**src/rtl/hts_pkg.sv**
```systemverilog
package hts_pkg;

    typedef enum logic [1:0] {
        ST_INIT    = 2'd0,
        ST_ARMED   = 2'd1,
        ST_RECOVER = 2'd2
    } hts_state_e;

endpackage

```
**src/rtl/hts_sampler.sv**
```systemverilog
module hts_sampler #(
    parameter int TAPS     = 64,
    parameter int CW       = 32,
    parameter bit IDLE_LVL = 1'b0
) (
    input  logic            clk,
    input  logic            rst_n,
    input  logic [TAPS-1:0] taps_i,
    input  logic [CW-1:0]   cnt_i,
    output logic [TAPS-1:0] sync_taps_o,
    output logic [CW-1:0]   sync_cnt_o
);
    localparam logic [TAPS-1:0] IDLE_WORD = {TAPS{IDLE_LVL}};

    logic [TAPS-1:0] cap_taps_q;
    logic [CW-1:0]   cap_cnt_q;

    // stage 1: capture flops, stage 2: metastability settling flops
    always_ff @(posedge clk or negedge rst_n) begin
        if (!rst_n) begin
            cap_taps_q  <= IDLE_WORD;
            cap_cnt_q   <= '0;
            sync_taps_o <= IDLE_WORD;
            sync_cnt_o  <= '0;
        end else begin
            cap_taps_q  <= taps_i;
            cap_cnt_q   <= cnt_i;
            sync_taps_o <= cap_taps_q;
            sync_cnt_o  <= cap_cnt_q;
        end
    end
endmodule

```
**src/rtl/hts_therm_enc.sv**
```systemverilog
module hts_therm_enc #(
    parameter int TAPS = 64,
    parameter int FW   = $clog2(TAPS + 1)
) (
    input  logic [TAPS-1:0] therm_i,
    output logic [FW-1:0]   fine_o
);
    logic [TAPS-1:0] edge_v;

    // an edge is an active tap followed by two idle ones (bubble filter)
    for (genvar gi = 0; gi < TAPS; gi++) begin : g_edge
        if (gi + 2 < TAPS) begin : g_full
            assign edge_v[gi] = therm_i[gi] & ~therm_i[gi+1] & ~therm_i[gi+2];
        end else if (gi + 1 < TAPS) begin : g_near
            assign edge_v[gi] = therm_i[gi] & ~therm_i[gi+1];
        end else begin : g_last
            assign edge_v[gi] = therm_i[gi];
        end
    end

    always_comb begin
        fine_o = '0;
        for (int i = 0; i < TAPS; i++) begin
            if (edge_v[i]) fine_o = FW'(i + 1);
        end
    end
endmodule

```
**src/rtl/hts_ctrl.sv**
```systemverilog
module hts_ctrl
    import hts_pkg::*;
#(
    parameter int CW     = 32,
    parameter int FW     = 7,
    parameter int DROP_W = 8
) (
    input  logic              clk,
    input  logic              rst_n,
    input  logic              hit_i,
    input  logic [FW-1:0]     fine_i,
    input  logic [CW-1:0]     cnt_i,
    output logic              valid_o,
    output logic [CW-1:0]     coarse_o,
    output logic [FW-1:0]     fine_o,
    output logic [DROP_W-1:0] drop_o
);
    localparam logic [DROP_W-1:0] DROP_MAX = {DROP_W{1'b1}};

    hts_state_e state_q, state_d;
    logic       take_hit, lose_hit;

    assign take_hit = (state_q == ST_ARMED) && hit_i;
    assign lose_hit = (state_q == ST_RECOVER) && hit_i;

    always_ff @(posedge clk or negedge rst_n) begin
        if (!rst_n) state_q <= ST_INIT;
        else        state_q <= state_d;
    end

    always_comb begin
        state_d = state_q;
        unique case (state_q)
            ST_INIT:    state_d = ST_ARMED;
            ST_ARMED:   state_d = hit_i ? ST_RECOVER : ST_ARMED;
            ST_RECOVER: state_d = ST_ARMED;
            default:    state_d = ST_INIT;
        endcase
    end

    always_ff @(posedge clk or negedge rst_n) begin
        if (!rst_n) begin
            valid_o  <= 1'b0;
            coarse_o <= '0;
            fine_o   <= '0;
            drop_o   <= '0;
        end else begin
            valid_o <= take_hit;
            if (take_hit) begin
                coarse_o <= cnt_i;
                fine_o   <= fine_i;
            end
            if (lose_hit && drop_o != DROP_MAX) drop_o <= drop_o + 1'b1;
        end
    end
endmodule

```
**src/rtl/hit_stamp_channel.sv**
```systemverilog
module hit_stamp_channel #(
    parameter int TAPS     = 64,
    parameter int CW       = 32,
    parameter int DROP_W   = 8,
    parameter bit IDLE_LVL = 1'b0,
    localparam int FW      = $clog2(TAPS + 1)
) (
    input  logic              clk,
    input  logic              rst_n,
    input  logic              mode_meas_i,
    input  logic              own_trig_i,
    input  logic              shared_trig_i,
    output logic              hit_line_o,
    input  logic [TAPS-1:0]   taps_i,
    output logic [CW-1:0]     coarse_o,
    output logic [FW-1:0]     fine_o,
    output logic              valid_o,
    output logic [DROP_W-1:0] drop_cnt_o
);
    logic [CW-1:0]   cnt_q;
    logic [TAPS-1:0] sync_taps;
    logic [CW-1:0]   sync_cnt;
    logic [TAPS-1:0] norm_taps;
    logic [FW-1:0]   enc_fine;

    assign hit_line_o = mode_meas_i ? own_trig_i : shared_trig_i;

    always_ff @(posedge clk or negedge rst_n) begin
        if (!rst_n) cnt_q <= '0;
        else        cnt_q <= cnt_q + 1'b1;
    end

    hts_sampler #(.TAPS(TAPS), .CW(CW), .IDLE_LVL(IDLE_LVL)) u_samp (
        .clk(clk), .rst_n(rst_n), .taps_i(taps_i), .cnt_i(cnt_q),
        .sync_taps_o(sync_taps), .sync_cnt_o(sync_cnt)
    );

    if (IDLE_LVL) begin : g_fall
        assign norm_taps = ~sync_taps;
    end else begin : g_rise
        assign norm_taps = sync_taps;
    end

    hts_therm_enc #(.TAPS(TAPS), .FW(FW)) u_enc (
        .therm_i(norm_taps), .fine_o(enc_fine)
    );

    hts_ctrl #(.CW(CW), .FW(FW), .DROP_W(DROP_W)) u_ctrl (
        .clk(clk), .rst_n(rst_n), .hit_i(norm_taps[0]), .fine_i(enc_fine),
        .cnt_i(sync_cnt), .valid_o(valid_o), .coarse_o(coarse_o),
        .fine_o(fine_o), .drop_o(drop_cnt_o)
    );
endmodule

```
**config.mk**
```make
export PLATFORM = sky130hd
export DESIGN_NAME = hit_stamp_channel
export DESIGN_NICKNAME = d
export VERILOG_FILES = /design/src/rtl/hts_pkg.sv /design/src/rtl/hts_sampler.sv /design/src/rtl/hts_therm_enc.sv /design/src/rtl/hts_ctrl.sv /design/src/rtl/hit_stamp_channel.sv
export SDC_FILE = /design/constraint.sdc
export NUM_CORES = 1
export LEC_CHECK = 0
export CORE_MARGIN = 1
export CORE_UTILIZATION = 45
export DETAILED_ROUTE_END_ITERATION = 8
export PLACE_DENSITY = 0.74
export SLEW_MARGIN = 20
export SYNTH_ARGS = -nofsm -noshare
export SYNTH_HDL_FRONTEND = slang
export SYNTH_HIERARCHICAL = 1
export SYNTH_SLANG_ARGS = --single-unit
```
**constraint.sdc**
```tcl
create_clock -name clk -period 2.8 [get_ports clk]
set_input_delay 0.28 -clock clk [delete_from_list [all_inputs] [get_ports clk]]
set_output_delay 0.28 -clock clk [all_outputs]
set_load 0.05 [all_outputs]
```
==> qor.csv, run 1 <==
stage,metric,value,unit
yosys,area share of the largest cell type after synthesis,70.9,%
timing,fraction of the cycle the final worst path needs,81.0,%
power,largest vdd supply drop,0.000496,V
cts,sink count of the clock tree,273,
yosys,net count after synthesis,839,
grt,largest net degree at the start of global routing,92,
status,status,"complete, no violations",
floorplanning,Horiz. Die Dim,148,um
cts,H-tree level count,1,
timing,max-slew violations,0,
setup_path,largest fanout on the critical path,5,
power,Leakage Power,0.00561,uW
yosys,Synth async-reset ratio,100,%
grt,global-route wire length before repair,30700,um
setup_path,CP Buf/Inv Count,0,
drt,DRC marker count from the first detailed-route iteration,258,
yosys,Most used DFF post-synth,dfrtp_1,
placement,setup slack after placement,0.529,ns
cts,clock latency of the later-clocked register in the worst-skew pair,0.54,ns
grt,initial antenna violation count,0,
setup_path,startpoint class of the critical path,register,
timing,Final min period,2.27,ns
cts,clock root cell,clkbuf_16,
floorplanning,Std-Cell Rows,53,
yosys,dominant cell type by area after synthesis,dfrtp_1,
final_layout,"commonest non-fill, non-tap cells in the layout","dfrtp_1 (273), nand2_1 (137), clkdlybuf4s50_1 (116)",
timing,Sum Neg Setup Slack,0,ns
yosys,leading cell types by total area after synthesis,"dfrtp_1 (71%), nand2_1 (5.3%), nand2b_1 (3.2%), nor2_1 (2.2%), a21oi_1 (2.1%)",
final_layout,final layout net count,980,
cts,largest buffer count on any clock path,3,
drt,wire per inst,15.2,um
yosys,number of storage elements in the synthesis netlist,273,
run,Max Cap Viol,0,
yosys,"Seq/Total Area, Yosys",70.9,%
timing,number of failing hold endpoints at the final stage,0,
floorplanning,num ports,118,
placement,input/output buffers,117,
placement,instance area at placement,11200,um2
timing,endpoints failing setup,0,
power,Power per Cell Area,724,nW/um2
final_layout,layout cell share with drive strength beyond 1,8.62,%
drt,total via count in the routed design,5978,
yosys,combined area of all synthesized cells,9640,um2
timing,final worst-path setup slack,0.533,ns
drt,Detailed Route WL,18300,um
setup_path,CP Data Required Time,3.27,ns
timing,Worst Max-Slew Pin Slew,0.699,ns
drt,iteration count of the initial detailed-routing pass,6,
timing,Fin Clk Skew,0.0180,ns
setup_path,cell with the most instances on the worst path,nand2_1,
yosys,synthesized instance count,768,
floorplanning,die area,22000,um2
setup_path,crit path kind,register to register,
final_layout,count of antenna diodes in the layout,0,
setup_path,endpoint kind of the worst setup timing path,register,
timing,headroom to the max-slew limit,53.4,%
final_layout,count of filler cells inserted in the layout,1693,
placement,DP Wirelength,12100,um
final_layout,most common library cell in the layout ignoring fill and taps,dfrtp_1,
floorplanning,y dimension of the die,148,um
placement,gpl congestion,0.878,
grt,overall track demand over capacity in global routing,17.5,%
timing,RSZ-0062 raised after global routing,false,
floorplanning,starting density of the core,45.9,%
final_layout,core occupancy in the finished layout,57.5,%
grt,via count of the first global-routing pass,6131,
final_layout,signed area change from the synthesized netlist to the final layout,25.3,%
cts,"Reg clk slew, reported paths",0.06,ns
final_layout,area of all placed cells without fillers,12100,um2
setup_path,longest individual stage delay on the worst path,0.43,ns
min_path,worst min-delay path class,primary input to register,
setup_path,series of cell instances along the critical path,"or3b_4, o211ai_2, a32oi_1, o21ba_1, o21ai_1, a211oi_2, o31ai_1, a2111oi_2, nand2_1, nand2_1",
drt,remaining design rule violation count,0,
yosys,Syn Area/Cell,12.6,um2
yosys,Synth warnings,6,
cts,total clock buffers created by CTS,27,
cts,CTS tree,done,
yosys,number of synthesized flops with an enable pin,0,
floorplanning,total core area,21000,um2
setup_path,standard cell with the maximum stage delay on the critical path,dfrtp_1,
grt,GR Overflow Total,0,
setup_path,"CP delay by family, top",compound AO/OA/AOI/OAI gates,
setup_path,Worst EP arrival,2.74,ns
drt,number of vias per cell,4.97,
timing,timing-limited maximum frequency,0.441,GHz
drt,ANT nets after route,0,
yosys,"Distinct cells, synth",66,
==> kinds of logic (layout without fill, tap and decap cells) <==
| family | count (synthesis) | count (layout) | share of synthesized area [%] |
|---|---|---|---|
| buffers and inverters | 29 | 189 | 1.32 |
| multiplexers | 11 | 11 | 1.25 |
| flip-flops | 273 | 273 | 70.9 |
| XOR/XNOR | 31 | 31 | 2.82 |
| adder cells (fa/ha/maj) | 2 | 2 | 0.260 |
| AO/OA/AOI/OAI | 105 | 105 | 7.14 |
| AND/OR/NAND/NOR | 317 | 317 | 16.4 |
==> sequential cells by signal, summed over array words and instances (netlist names) <==
name,flops
cnt_q,32
u_ctrl/drop_o,8
u_samp/cap_taps_q,64
u_samp/cap_cnt_q,32
u_ctrl/coarse_o,32
u_ctrl/fine_o,7
u_ctrl/state_q,2
u_samp/sync_cnt_o,32
u_samp/sync_taps_o,64
==> final cells by class <==
type	count	area [um2]	share of cell area (%)
Sequential cell	273	6830	56.6
Multi-Input combinational cell	466	2680	22.2
Timing Repair Buffer	126	1280	10.6
Clock buffer	37	753	6.24
Tap cell	275	344	2.85
Clock inverter	11	129	1.07
Inverter	15	56.3	0.466
==> synthesized netlist by cell type, types with 9 or more instances <==
| cell type | instances |
|---|---|
| nor4_1 | 9 |
| xor2_1 | 20 |
| a21oi_1 | 40 |
| dfrtp_1 | 273 |
| xnor2_1 | 11 |
| o21ai_0 | 12 |
| nand2b_1 | 49 |
| nand3_1 | 19 |
| inv_1 | 15 |
| nor2_1 | 56 |
| nand2_1 | 137 |
==> path summary, 6_finish.rpt <==
| check | endpoint | cells after the start | from | slack [ns] |
|---|---|---|---|---|
| max | u_ctrl/fine_o[0]$_DFFE_PN0P_ | 10 | u_samp/sync_taps_o[0]$_DFF_PN0_ | 0.53 |
| min | u_samp/cap_taps_q[44]$_DFF_PN0_ | 1 | taps_i[44] | 0.18 |
| max reg2reg | u_ctrl/fine_o[0]$_DFFE_PN0P_ | 10 | u_samp/sync_taps_o[0]$_DFF_PN0_ | 0.53 |
| min reg2reg | u_samp/sync_taps_o[40]$_DFF_PN0_ | 0 | u_samp/cap_taps_q[40]$_DFF_PN0_ | 0.34 |
| max in group asynchronous | cnt_q[0]$_DFF_PN0_ | 3 | rst_n | 1.64 |
| min in group asynchronous | u_ctrl/coarse_o[25]$_DFFE_PN0P_ | 2 | rst_n | 0.35 |
==> per-stage QoR <==
stage                     instances  hold WS, ns  total power, uW
after CTS                      1203        0.152             8860
final                          1203        0.176             8740
after global placement         1154        0.333             5260
after detailed placement       1154        0.335             5280
after global routing           1203        0.151             9110
after floorplan                 768      -0.0156             4820
==> power breakdown <==
part / switching (uW) / total, uW / leakage (uW) / internal, uW
sequential: 143 / 4260 / 0.00344 / 4110
combinational: 586 / 952 / 0.00174 / 366
clock: 1460 / 3530 / 0.000431 / 2070
total: 2190 / 8740 / 0.00561 / 6550
==> routing by layer <==
metal	wire (um)	GRT usage (%)	vias to the layer above
met5	0	0	-
li1	-	-	2859
met1	8550	24.5	2948
met4	445	5.10	0
met2	8300	27.6	144
met3	1020	3.53	27
==> repair_timing <==
item	CTS	global route
setup buffers	0	0
hold buffers	1	0
resized for setup	0	0
endpoints found under the hold margin	85	0
Power figures use the tool's default switching activity.
==> run 2: changes to the inputs <==
--- a/config.mk
+++ b/config.mk
@@ -8,7 +8,7 @@
 export CORE_MARGIN = 1
 export CORE_UTILIZATION = 45
 export DETAILED_ROUTE_END_ITERATION = 8
-export PLACE_DENSITY = 0.74
+export PLACE_DENSITY = 0.76
 export SLEW_MARGIN = 20
 export SYNTH_ARGS = -nofsm -noshare
 export SYNTH_HDL_FRONTEND = slang
==> constraint.sdc (replaced) <==
create_clock -name clk -period 1.9 [get_ports clk]
set_input_delay 0.19 -clock clk [delete_from_list [all_inputs] [get_ports clk]]
set_output_delay 0.19 -clock clk [all_outputs]
set_load 0.05 [all_outputs]
==> qor.csv, run 2 (same netlist as run 1, synthesis figures left out) <==
stage,metric,value,unit
status,status,finished with violations,
status,violations in the final reports,negative setup slack,
power,largest vdd supply drop,0.000747,V
cts,clock root cell,clkbuf_16,
grt,global-route wire length before repair,31600,um
power,Leakage Power,0.00633,uW
setup_path,startpoint class of the critical path,register,
placement,dpl cells,1203,
drt,number of vias per cell,4.90,
grt,via count of the first global-routing pass,6335,
grt,initial antenna violation count,1,
setup_path,largest fanout on the critical path,4,
setup_path,crit path kind,register to register,
placement,DP Wirelength,12900,um
floorplanning,num ports,118,
setup_path,CP Buf/Inv Count,1,
timing,fraction of the cycle the final worst path needs,119,%
setup_path,"CP delay by family, top",compound AO/OA/AOI/OAI gates,
timing,Fin Clk Skew,0.0145,ns
cts,sink count of the clock tree,273,
final_layout,biggest registers after layout,"u_samp/cap_taps_q x64, u_samp/sync_taps_o x64",
timing,max-slew violations,0,
drt,remaining design rule violation count,0,
cts,clock latency of the later-clocked register in the worst-skew pair,0.53,ns
final_layout,layout cell share with drive strength beyond 1,17.0,%
setup_path,Worst EP arrival,2.73,ns
cts,CTS tree,done,
final_layout,"commonest non-fill, non-tap cells in the layout","dfrtp_1 (271), nand2_1 (137), clkdlybuf4s50_1 (68)",
final_layout,count of antenna diodes in the layout,0,
final_layout,signed area change from the synthesized netlist to the final layout,32.8,%
placement,gpl congestion,0.873,
timing,RSZ-0062 raised after global routing,true,
drt,wire per inst,15.3,um
drt,DRC marker count from the first detailed-route iteration,313,
final_layout,core occupancy in the finished layout,60.9,%
timing,headroom to the max-slew limit,62.6,%
cts,H-tree level count,1,
cts,total clock buffers created by CTS,28,
final_layout,"count of placed standard cells in the final layout, fillers left out",1261,
timing,Final min period,2.27,ns
drt,total via count in the routed design,6175,
setup_path,CP Data Required Time,2.36,ns
drt,Detailed Route WL,19200,um
grt,largest net degree at the start of global routing,65,
cts,largest buffer count on any clock path,3,
setup_path,cell with the most instances on the worst path,nand2_1,
timing,final hold slack,0.0942,ns
cts,"Reg clk slew, reported paths",0.06,ns
min_path,worst min-delay path class,primary input to register,
setup_path,standard cell with the maximum stage delay on the critical path,dfrtp_1,
setup_path,endpoint kind of the worst setup timing path,register,
floorplanning,Std-Cell Rows,53,
final_layout,final layout net count,1036,
grt,overall track demand over capacity in global routing,18.0,%
grt,GR Overflow Total,0,
timing,final worst-path setup slack,-0.369,ns
setup_path,longest individual stage delay on the worst path,0.39,ns
floorplanning,total core area,21000,um2
drt,ANT nets after route,0,
timing,timing-limited maximum frequency,0.441,GHz
final_layout,count of filler cells inserted in the layout,1652,
timing,endpoints failing setup,3,
timing,number of failing hold endpoints at the final stage,0,
run,Max Cap Viol,0,
setup_path,series of cell instances along the critical path,"buf_6, o21bai_4, a31oi_1, a32oi_2, o21ba_4, o211ai_1, a21oi_1, o31ai_2, a2111oi_2, nand2_1, nand2_1",
placement,input/output buffers,117,
floorplanning,die area,22000,um2
floorplanning,y dimension of the die,148,um
power,Power per Cell Area,1090,nW/um2
floorplanning,starting density of the core,45.9,%
floorplanning,Horiz. Die Dim,148,um
final_layout,most common library cell in the layout ignoring fill and taps,dfrtp_1,
timing,Worst Max-Slew Pin Slew,0.564,ns
timing,Sum Neg Setup Slack,-0.615,ns
drt,iteration count of the initial detailed-routing pass,4,
run 2: changes by cell type in the layout (fill, tap and decap cells not counted), moves of 3 or more:
cell,change
o21bai_1,-3
dlygate4sd2_1,+33
dlymetal6s2s_1,+11
buf_4,+57
a21oi_2,+3
bufinv_16,+6
clkbuf_1,-5
a21oi_1,-3
clkdlybuf4s50_1,-48
run 2: final cells by class:
class                      count  area (um2)  share of cell area (%)
clock buffer                  35         798                    6.24
clock inverter                16         292                    2.28
inverter                      15        56.3                   0.440
multi-input combinational    466        2800                    21.8
sequential                   273        6830                    53.4
tap                          275         344                    2.69
timing repair buffer         181        1680                    13.1
run 2: stage by stage:
step	total power (uW)	area, um2	worst slack [ns]
5_1_grt	14600	12800	-0.526
4_1_cts	14100	12700	-0.286
3_3_place_gp	7820	11500	-0.183
2_1_floorplan	7110	9640	-0.115
6_report	14000	12800	-0.369
3_5_place_dp	7850	11500	-0.396
run 2: repair_timing:
item,CTS,global route
hold buffers,1,0
cloned,0,0
endpoints found under the hold margin,57,0
gates resized for setup,44,26
setup buffers,3,3
setup endpoints to repair,36,19
pin swaps,8,17
run 2: worst register-to-register path: cells and delay by family (launching register included):
family,cells,cell delay (ns)
and+or+nand+nor,2,0.15
DFF,1,0.39
AOI/OAI and AO/OA,8,1.55
buffers and inverters,1,0.13
run 2: layer usage:
metal / wire [um] / track usage (%) / vias to the layer above
li1: - / - / 2968
met1: 8670 / 25.0 / 3049
met2: 9180 / 29.2 / 128
met3: 963 / 3.62 / 30
met4: 428 / 4.90 / 0
met5: 0 / 0 / -
run 2: worst paths after layout:
kind	start	end	slack, ns	cells after the start
max	u_samp/sync_taps_o[2]$_DFF_PN0_	u_ctrl/fine_o[0]$_DFFE_PN0P_	-0.37	11
min	taps_i[32]	u_samp/cap_taps_q[32]$_DFF_PN0_	0.09	1
min in group asynchronous	rst_n	u_ctrl/coarse_o[23]$_DFFE_PN0P_	0.21	2
max reg2reg	u_samp/sync_taps_o[2]$_DFF_PN0_	u_ctrl/fine_o[0]$_DFFE_PN0P_	-0.37	11
min reg2reg	u_samp/cap_taps_q[20]$_DFF_PN0_	u_samp/sync_taps_o[20]$_DFF_PN0_	0.34	0
max in group asynchronous	rst_n	u_samp/sync_taps_o[8]$_DFF_PN0_	1.05	3
run 2: power breakdown:
group          internal, uW  switching [uW]
sequential             6060             166
clock                  4060            2220
combinational           576             939
==> run 3: changes to the inputs <==
--- a/config.mk
+++ b/config.mk
@@ -8,6 +8,7 @@
 export CORE_MARGIN = 1
 export CORE_UTILIZATION = 45
 export DETAILED_ROUTE_END_ITERATION = 8
+export GPL_ROUTABILITY_DRIVEN = 0
 export PLACE_DENSITY = 0.76
 export SLEW_MARGIN = 20
 export SYNTH_ARGS = -nofsm -noshare
==> results of run 3 <==
Final layout, timing and power as in run 2 (identical DEF).
